File: config.mk
export PLATFORM = sky130hd
export DESIGN_NAME = tmr_core
export DESIGN_NICKNAME = d
export VERILOG_FILES = /design/src/rtl/tmr_pkg.sv /design/src/rtl/tmr_strobe.sv /design/src/rtl/tmr_counter.sv /design/src/rtl/tmr_regs.sv /design/src/rtl/tmr_core.sv
export SDC_FILE = /design/constraint.sdc
export NUM_CORES = 1
export LEC_CHECK = 0
export ABC_AREA = 1
export BUFFER_PORTS_ARGS = -buffer_cell sky130_fd_sc_hd__buf_4
export CAP_MARGIN = 20
export CORE_ASPECT_RATIO = 0.9
export CORE_MARGIN = 1
export CORE_UTILIZATION = 35
export DETAILED_ROUTE_END_ITERATION = 10
export GPL_ROUTABILITY_DRIVEN = 0
export PLACE_DENSITY = 0.47
export SKIP_LAST_GASP = 1
export SYNTH_ARGS = -nofsm -noshare
export SYNTH_HDL_FRONTEND = slang
export SYNTH_SLANG_ARGS = --single-unit
File: constraint.sdc
create_clock -name clk -period 3.35 [get_ports clk]
set_clock_uncertainty 0.1 [all_clocks]
set_input_delay 0.67 -clock clk [delete_from_list [all_inputs] [get_ports clk]]
set_output_delay 0.67 -clock clk [all_outputs]
set_load 0.005 [all_outputs]
File: src/rtl/tmr_pkg.sv
package tmr_pkg;
    localparam logic [7:0] OFS_CTRL = 8'h00;
    localparam logic [7:0] OFS_IEN  = 8'h0C;
    localparam logic [7:0] OFS_FLAG = 8'h10;
    localparam logic [7:0] OFS_EVG  = 8'h14;
    localparam logic [7:0] OFS_CNT  = 8'h24;
    localparam logic [7:0] OFS_PSC  = 8'h28;
    localparam logic [7:0] OFS_PER  = 8'h2C;

    localparam int CTRL_W    = 7;
    localparam int B_RUN     = 0;
    localparam int B_ONESHOT = 1;
    localparam int B_OVFONLY = 2;
    localparam int B_INHIBIT = 3;
    localparam int B_SHADOW  = 4;
    localparam int B_DIV_LO  = 5;

    typedef enum logic [1:0] {
        DIV_BY1  = 2'b00,
        DIV_BY2  = 2'b01,
        DIV_BY4  = 2'b10,
        DIV_RSVD = 2'b11
    } sdiv_e;
endpackage

File: src/rtl/tmr_strobe.sv
module tmr_strobe import tmr_pkg::*; #(
    parameter int PW = 2
) (
    input  logic       clk,
    input  logic       rst_n,
    input  logic [1:0] div_sel,
    output logic       strobe
);
    typedef struct packed {
        logic [PW-1:0] phase;
    } st_t;

    st_t s_q, s_d;
    logic [PW-1:0] mask;

    always_comb begin
        s_d       = s_q;
        s_d.phase = s_q.phase + 1'b1;
        case (sdiv_e'(div_sel))
            DIV_BY2: mask = PW'(1);
            DIV_BY4: mask = PW'(3);
            default: mask = '0;
        endcase
        strobe = ((s_q.phase & mask) == '0);
    end

    always_ff @(posedge clk or negedge rst_n) begin
        if (!rst_n) s_q <= '0;
        else        s_q <= s_d;
    end

    // at divide-by-2 a strobe is never followed by another one
    assert_div2_gap_R10: assert property (@(posedge clk) disable iff (!rst_n)
        (div_sel == 2'b01 && strobe) |=> (div_sel != 2'b01 || !strobe));
endmodule

File: src/rtl/tmr_counter.sv
module tmr_counter #(
    parameter int DW = 16
) (
    input  logic          clk,
    input  logic          rst_n,
    input  logic          run,
    input  logic          pause,
    input  logic [DW-1:0] period_act,
    input  logic [DW-1:0] psc_act,
    input  logic          cnt_wr,
    input  logic [DW-1:0] wdata,
    input  logic          sw_evt,
    input  logic          slave_trig,
    input  logic          ovf_only,
    input  logic          upd_inhibit,
    output logic [DW-1:0] cnt_val,
    output logic          upd
);
    typedef struct packed {
        logic [DW-1:0] cnt;
        logic [DW-1:0] psc_cnt;
    } st_t;

    st_t  s_q, s_d;
    logic active, term, tick, wrap;

    always_comb begin
        s_d    = s_q;
        active = run && !pause;
        term   = (s_q.psc_cnt == psc_act);
        tick   = active && term;
        wrap   = tick && (s_q.cnt >= period_act);
        if (active) begin
            s_d.psc_cnt = term ? '0 : s_q.psc_cnt + 1'b1;
        end
        if (tick) begin
            s_d.cnt = wrap ? '0 : s_q.cnt + 1'b1;
        end
        if (sw_evt) begin
            s_d.cnt     = '0;
            s_d.psc_cnt = '0;
        end
        if (cnt_wr) begin
            s_d.cnt = wdata;
        end
        upd = !upd_inhibit && (wrap || (!ovf_only && (sw_evt || slave_trig)));
    end

    always_ff @(posedge clk or negedge rst_n) begin
        if (!rst_n) s_q <= '0;
        else        s_q <= s_d;
    end

    assign cnt_val = s_q.cnt;

    assert_pause_hold_R9: assert property (@(posedge clk) disable iff (!rst_n)
        (pause && !cnt_wr && !sw_evt) |=> $stable(s_q.cnt));

    assert_wrap_zero_R2: assert property (@(posedge clk) disable iff (!rst_n)
        (wrap && !cnt_wr && !sw_evt) |=> (s_q.cnt == '0));

    assert_swevt_clear_R7: assert property (@(posedge clk) disable iff (!rst_n)
        (sw_evt && !cnt_wr) |=> (s_q.cnt == '0 && s_q.psc_cnt == '0));

    assert_ovf_only_src_R5: assert property (@(posedge clk) disable iff (!rst_n)
        (upd && ovf_only) |-> wrap);
endmodule

File: src/rtl/tmr_regs.sv
module tmr_regs import tmr_pkg::*; #(
    parameter int DW = 16,
    parameter int AW = 8
) (
    input  logic          clk,
    input  logic          rst_n,
    input  logic          bus_sel,
    input  logic          bus_wr,
    input  logic [AW-1:0] bus_addr,
    input  logic [DW-1:0] bus_wdata,
    output logic [DW-1:0] bus_rdata,
    input  logic          upd,
    input  logic [DW-1:0] cnt_val,
    output logic          run,
    output logic          single_shot,
    output logic          ovf_only,
    output logic          upd_inhibit,
    output logic          shadow_en,
    output logic [1:0]    sample_div,
    output logic [DW-1:0] period_act,
    output logic [DW-1:0] psc_act,
    output logic          cnt_wr,
    output logic          sw_evt,
    output logic          irq
);
    localparam int CW = CTRL_W;

    typedef struct packed {
        logic [CW-1:0] ctrl;
        logic          irq_en;
        logic          flag;
        logic [DW-1:0] psc_pre;
        logic [DW-1:0] psc_act;
        logic [DW-1:0] per_pre;
        logic [DW-1:0] per_act;
    } regs_t;

    regs_t r_q, r_d;
    logic  wr, hit_ctrl, hit_ien, hit_flag, hit_evg, hit_cnt, hit_psc, hit_per;

    always_comb begin
        wr       = bus_sel && bus_wr;
        hit_ctrl = wr && (bus_addr == AW'(OFS_CTRL));
        hit_ien  = wr && (bus_addr == AW'(OFS_IEN));
        hit_flag = wr && (bus_addr == AW'(OFS_FLAG));
        hit_evg  = wr && (bus_addr == AW'(OFS_EVG));
        hit_cnt  = wr && (bus_addr == AW'(OFS_CNT));
        hit_psc  = wr && (bus_addr == AW'(OFS_PSC));
        hit_per  = wr && (bus_addr == AW'(OFS_PER));
    end

    always_comb begin
        r_d = r_q;
        // update transfers first, so a bus write in the same cycle wins
        if (upd) begin
            r_d.per_act = r_q.per_pre;
            r_d.psc_act = r_q.psc_pre;
            if (r_q.ctrl[B_ONESHOT]) r_d.ctrl[B_RUN] = 1'b0;
        end
        if (hit_ctrl) r_d.ctrl   = bus_wdata[CW-1:0];
        if (hit_ien)  r_d.irq_en = bus_wdata[0];
        if (hit_flag && !bus_wdata[0]) r_d.flag = 1'b0;
        if (hit_psc)  r_d.psc_pre = bus_wdata;
        if (hit_per) begin
            r_d.per_pre = bus_wdata;
            if (!r_q.ctrl[B_SHADOW]) r_d.per_act = bus_wdata;
        end
        // a new event outranks a clearing write
        if (upd) r_d.flag = 1'b1;
    end

    always_ff @(posedge clk or negedge rst_n) begin
        if (!rst_n) r_q <= '0;
        else        r_q <= r_d;
    end

    always_comb begin
        bus_rdata = '0;
        case (bus_addr)
            AW'(OFS_CTRL): bus_rdata = {{(DW-CW){1'b0}}, r_q.ctrl};
            AW'(OFS_IEN):  bus_rdata = {{(DW-1){1'b0}}, r_q.irq_en};
            AW'(OFS_FLAG): bus_rdata = {{(DW-1){1'b0}}, r_q.flag};
            AW'(OFS_CNT):  bus_rdata = cnt_val;
            AW'(OFS_PSC):  bus_rdata = r_q.psc_pre;
            AW'(OFS_PER):  bus_rdata = r_q.per_pre;
            default:       bus_rdata = '0;
        endcase
    end

    assign run         = r_q.ctrl[B_RUN];
    assign single_shot = r_q.ctrl[B_ONESHOT];
    assign ovf_only    = r_q.ctrl[B_OVFONLY];
    assign upd_inhibit = r_q.ctrl[B_INHIBIT];
    assign shadow_en   = r_q.ctrl[B_SHADOW];
    assign sample_div  = r_q.ctrl[B_DIV_LO +: 2];
    assign period_act  = r_q.per_act;
    assign psc_act     = r_q.psc_act;
    assign cnt_wr      = hit_cnt;
    assign sw_evt      = hit_evg && bus_wdata[0];
    assign irq         = r_q.flag && r_q.irq_en;

    assert_oneshot_stop_R4: assert property (@(posedge clk) disable iff (!rst_n)
        (upd && single_shot && !hit_ctrl) |=> !run);

    assert_flag_set_R2: assert property (@(posedge clk) disable iff (!rst_n)
        upd |=> r_q.flag);

    assert_inhibit_noflag_R6: assert property (@(posedge clk) disable iff (!rst_n)
        (upd_inhibit && !r_q.flag) |=> !r_q.flag);

    assert_shadow_hold_R3: assert property (@(posedge clk) disable iff (!rst_n)
        (shadow_en && !upd) |=> $stable(r_q.per_act));
endmodule

File: src/rtl/tmr_core.sv
module tmr_core import tmr_pkg::*; #(
    parameter int DW = 16,
    parameter int AW = 8,
    parameter int PW = 2
) (
    input  logic          clk,
    input  logic          rst_n,
    input  logic          bus_sel,
    input  logic          bus_wr,
    input  logic [AW-1:0] bus_addr,
    input  logic [DW-1:0] bus_wdata,
    output logic [DW-1:0] bus_rdata,
    input  logic          debug_pause,
    input  logic          slave_trig,
    output logic          irq,
    output logic          update_evt,
    output logic          sample_strobe
);
    logic          run, single_shot, ovf_only, upd_inhibit, shadow_en;
    logic [1:0]    sample_div;
    logic [DW-1:0] period_act, psc_act, cnt_val;
    logic          cnt_wr, sw_evt, upd;

    tmr_regs #(.DW(DW), .AW(AW)) i_regs (
        .clk(clk), .rst_n(rst_n),
        .bus_sel(bus_sel), .bus_wr(bus_wr), .bus_addr(bus_addr),
        .bus_wdata(bus_wdata), .bus_rdata(bus_rdata),
        .upd(upd), .cnt_val(cnt_val),
        .run(run), .single_shot(single_shot), .ovf_only(ovf_only),
        .upd_inhibit(upd_inhibit), .shadow_en(shadow_en),
        .sample_div(sample_div), .period_act(period_act), .psc_act(psc_act),
        .cnt_wr(cnt_wr), .sw_evt(sw_evt), .irq(irq)
    );

    tmr_counter #(.DW(DW)) i_counter (
        .clk(clk), .rst_n(rst_n),
        .run(run), .pause(debug_pause),
        .period_act(period_act), .psc_act(psc_act),
        .cnt_wr(cnt_wr), .wdata(bus_wdata), .sw_evt(sw_evt),
        .slave_trig(slave_trig), .ovf_only(ovf_only), .upd_inhibit(upd_inhibit),
        .cnt_val(cnt_val), .upd(upd)
    );

    tmr_strobe #(.PW(PW)) i_strobe (
        .clk(clk), .rst_n(rst_n),
        .div_sel(sample_div), .strobe(sample_strobe)
    );

    assign update_evt = upd;
endmodule

==> impl_metrics.tcl <==
set metrics [dict create \
    drive_gt1_frac 0.122 \
    ys_seq_area_frac 0.432 \
    cts_setup_buffers 0 \
    core_um2 17100 \
    crit_arrival_ns 2.35 \
    start_util 0.362 \
    fin_util 0.415 \
    r2r-end "i_regs.period_act[3]" \
    worstPathRequired_ns 2.58 \
    drt-initial-drc-count 361 \
    ant_nets 0 \
    first_pass_iters 5 \
    insertion_delay_ns 0.36 \
    hold_viol 0 \
    maxCapViolCount 0 \
    clk_path_buf_depth 2 \
    yosys_warnings 0 \
    vias 5468 \
    wl_um 17600 \
    cts_hold_buffers 0 \
    worstRegToRegCells 16 \
    nFillCells 1797 \
    ys_seq_elements 107 \
    cts_tree "built" \
    cts.sinks 107 \
    start_kind "flip-flop" \
    crit_type "reg -> out" \
    drc_errors 0 \
    hp-class "in -> async" \
    worst-path-max-fanout 18 \
    regArea_um2 2680 \
    cts_resized 0 \
    grt_remaining_overflow 0 \
    h-tree-depth 3 \
    wire_per_inst_um 15.6 \
    track_usage 0.209 \
    finalSetupTns_ns 0 \
    multi_input_area_um2 2840 \
    die_x_um 142 \
    slew_headroom 0.604 \
    r2r-start "i_counter.cnt_val[2]" \
    ios 49 \
    syn_nets 889 \
    finalCritPeriodShare 0.931 \
    slew_viol_final 0 \
    r2r_slack_ns 0.80 \
    status "completed" \
    dp_hpwl_um 13200 \
    syn_area_um2 6200 \
    max_freq_mhz 321 \
    critPathMaxStageDelay_ns 0.46 \
    finalCriticalPeriod_ns 3.12 \
    cp_slowest_cell "dfrtp_1" \
    rsz0062_at_grt "false" \
    antenna_found_initial 0 \
    worst_pin_slew_ns 0.592 \
    cp-end-kind "output pin" \
    worstPathCellList "ha_1, nand2_1, nor2_1, nor2_1, nand2_1, nand2_1, nand2_1, nand2_1, nand2_1, nand2_4, nand2_8, nand2_8, clkinv_4, buf_4" \
    dieArea_um2 18300 \
    p_per_area_nw_per_um2 397 \
    insertedDiodeCount 0 \
    peakVddDrop_mv 0.229 \
    crit_path_frequent_cell "nand2_1" \
    grt_pass1_vias 5325 \
    layout.nets 939 \
    postSynthCellCount 840 \
    dieHeight_um 128 \
    grt_pass1_wl_um 28700 \
    synth_cell_types 33 \
    grt_max_degree 84 \
    syn_area_per_cell_um2 7.38 \
    vias_per_cell 4.85 \
    portBuffers 48 \
    setup-violations-final 0 \
    p_leak_uw 0.00363 \
    rows 45 \
    cts-root-buf "clkbuf_16" \
    cts-buffers-inserted 9 \
    synthToLayoutAreaGrowth_pct 14.6 \
    path_clk_slew_ns 0.07 \
]
registers in the layout (all words and copies together), names as in the netlist:
name	count
i_regs.sample_div	2
i_regs.psc_act	16
i_regs.ovf_only	1
i_regs.r_q	34
i_strobe.s_q	2
i_regs.run	1
i_regs.shadow_en	1
i_regs.period_act	16
i_counter.s_q	16
i_regs.single_shot	1
i_counter.cnt_val	16
i_regs.upd_inhibit	1
cells by family after synthesis:
family | after synthesis | synth area share
AO/OA/AOI/OAI | 120 | 0.111
adder cells (fa/ha/maj) | 19 | 0.0383
flip-flops | 107 | 0.432
buffers and inverters | 169 | 0.110
AND/OR/NAND/NOR | 407 | 0.282
XOR/XNOR | 14 | 0.0198
multiplexers | 4 | 0.00726
how the worst max path moves through the flow:
stage	slack (ns)	startpoint	cells after the start	endpoint
after floorplan	0.82	bus_addr[7]	8	bus_rdata[3]
after global placement	0.42	bus_addr[1]	7	bus_rdata[5]
after detailed placement	0.31	bus_addr[4]	9	bus_rdata[6]
after CTS	0.18	i_counter.cnt_val[2]	14	update_evt
after global routing	0.006	i_counter.cnt_val[2]	14	update_evt
final	0.23	i_counter.cnt_val[2]	14	update_evt
synth_stat cells:
cell type / count / area, µm²
o22ai_1: 15 / 93.8
o21a_1: 1 / 7.51
nor2_2: 3 / 18.8
nand2_2: 4 / 25.0
nand4_1: 5 / 31.3
nor3_2: 5 / 50.1
inv_1: 134 / 503
nand3_1: 56 / 280
o21ai_0: 44 / 220
o21bai_2: 1 / 11.3
dfrtp_1: 107 / 2680
clkbuf_1: 11 / 41.3
nor4_1: 3 / 18.8
nand2_1: 251 / 942
o21ai_1: 28 / 140
xor2_1: 14 / 123
nand2_4: 1 / 11.3
nor2_4: 2 / 22.5
buf_6: 4 / 45.0
nand2_8: 2 / 40.0
buf_2: 4 / 20.0
o221ai_1: 10 / 87.6
a221oi_1: 5 / 43.8
o21bai_1: 2 / 15.0
ha_1: 19 / 238
nor3_1: 16 / 80.1
nor2_1: 58 / 218
inv_2: 13 / 48.8
a21oi_1: 14 / 70.1
nor3b_1: 1 / 7.51
mux2_2: 4 / 45.0
clkinv_4: 1 / 8.76
buf_4: 2 / 15.0
metrics by stage:
step	setup slack, ns	std cells	area [µm²]	hold slack, ns	power [µW]
finish	0.230	1128	7100	0.119	2820
detailed placement	0.312	1114	6840	0.348	1840
CTS	0.184	1128	7100	0.126	2860
global route	0.00555	1128	7100	0.136	2980
floorplan	0.823	840	6200	0.274	1680
global placement	0.420	1114	6840	0.339	1830
worst max-delay path, delay by kind of cell, from the launching register on:
kind | cells | cell delay (ns)
flip-flops | 1 | 0.46
adder cells (fa/ha/maj) | 1 | 0.33
buffers and inverters | 2 | 0.25
AND/OR/NAND/NOR | 11 | 0.96
metal layers:
| layer | track usage | vias up | share of wire |
|---|---|---|---|
| met5 | 0 | - | 0 |
| met4 | 0.0474 | 0 | 0.013 |
| met3 | 0.0478 | 16 | 0.057 |
| met2 | 0.320 | 145 | 0.43 |
| met1 | 0.299 | 2550 | 0.50 |
| li1 | - | 2757 | - |
placed cells by master (no fill, tap or decap), drive strengths merged, types with 10 or more instances in the layout:
cell,instances
xor2,14
nand2,258
nand3,56
a21oi,14
ha,19
inv,147
nor3,21
dfrtp,107
buf,60
o221ai,10
nor2,63
o21ai,72
o22ai,15
clkbuf,12
cell type report:
| type | instances | share of cell area |
|---|---|---|
| tap | 235 | 0.0414 |
| multi-input combinational | 564 | 0.400 |
| timing repair buffer | 60 | 0.0652 |
| sequential | 107 | 0.377 |
| clock inverter | 2 | 0.00176 |
| inverter | 148 | 0.0789 |
| clock buffer | 12 | 0.0361 |
power by group:
| part | total, µW | switching [µW] | internal (µW) | leakage, µW |
|---|---|---|---|---|
| sequential | 1430 | 52.6 | 1370 | 0.00123 |
| combinational | 381 | 240 | 141 | 0.00227 |
| clock | 1010 | 474 | 536 | 0.000131 |
Note: power is estimated with default switching activity, not from simulation.
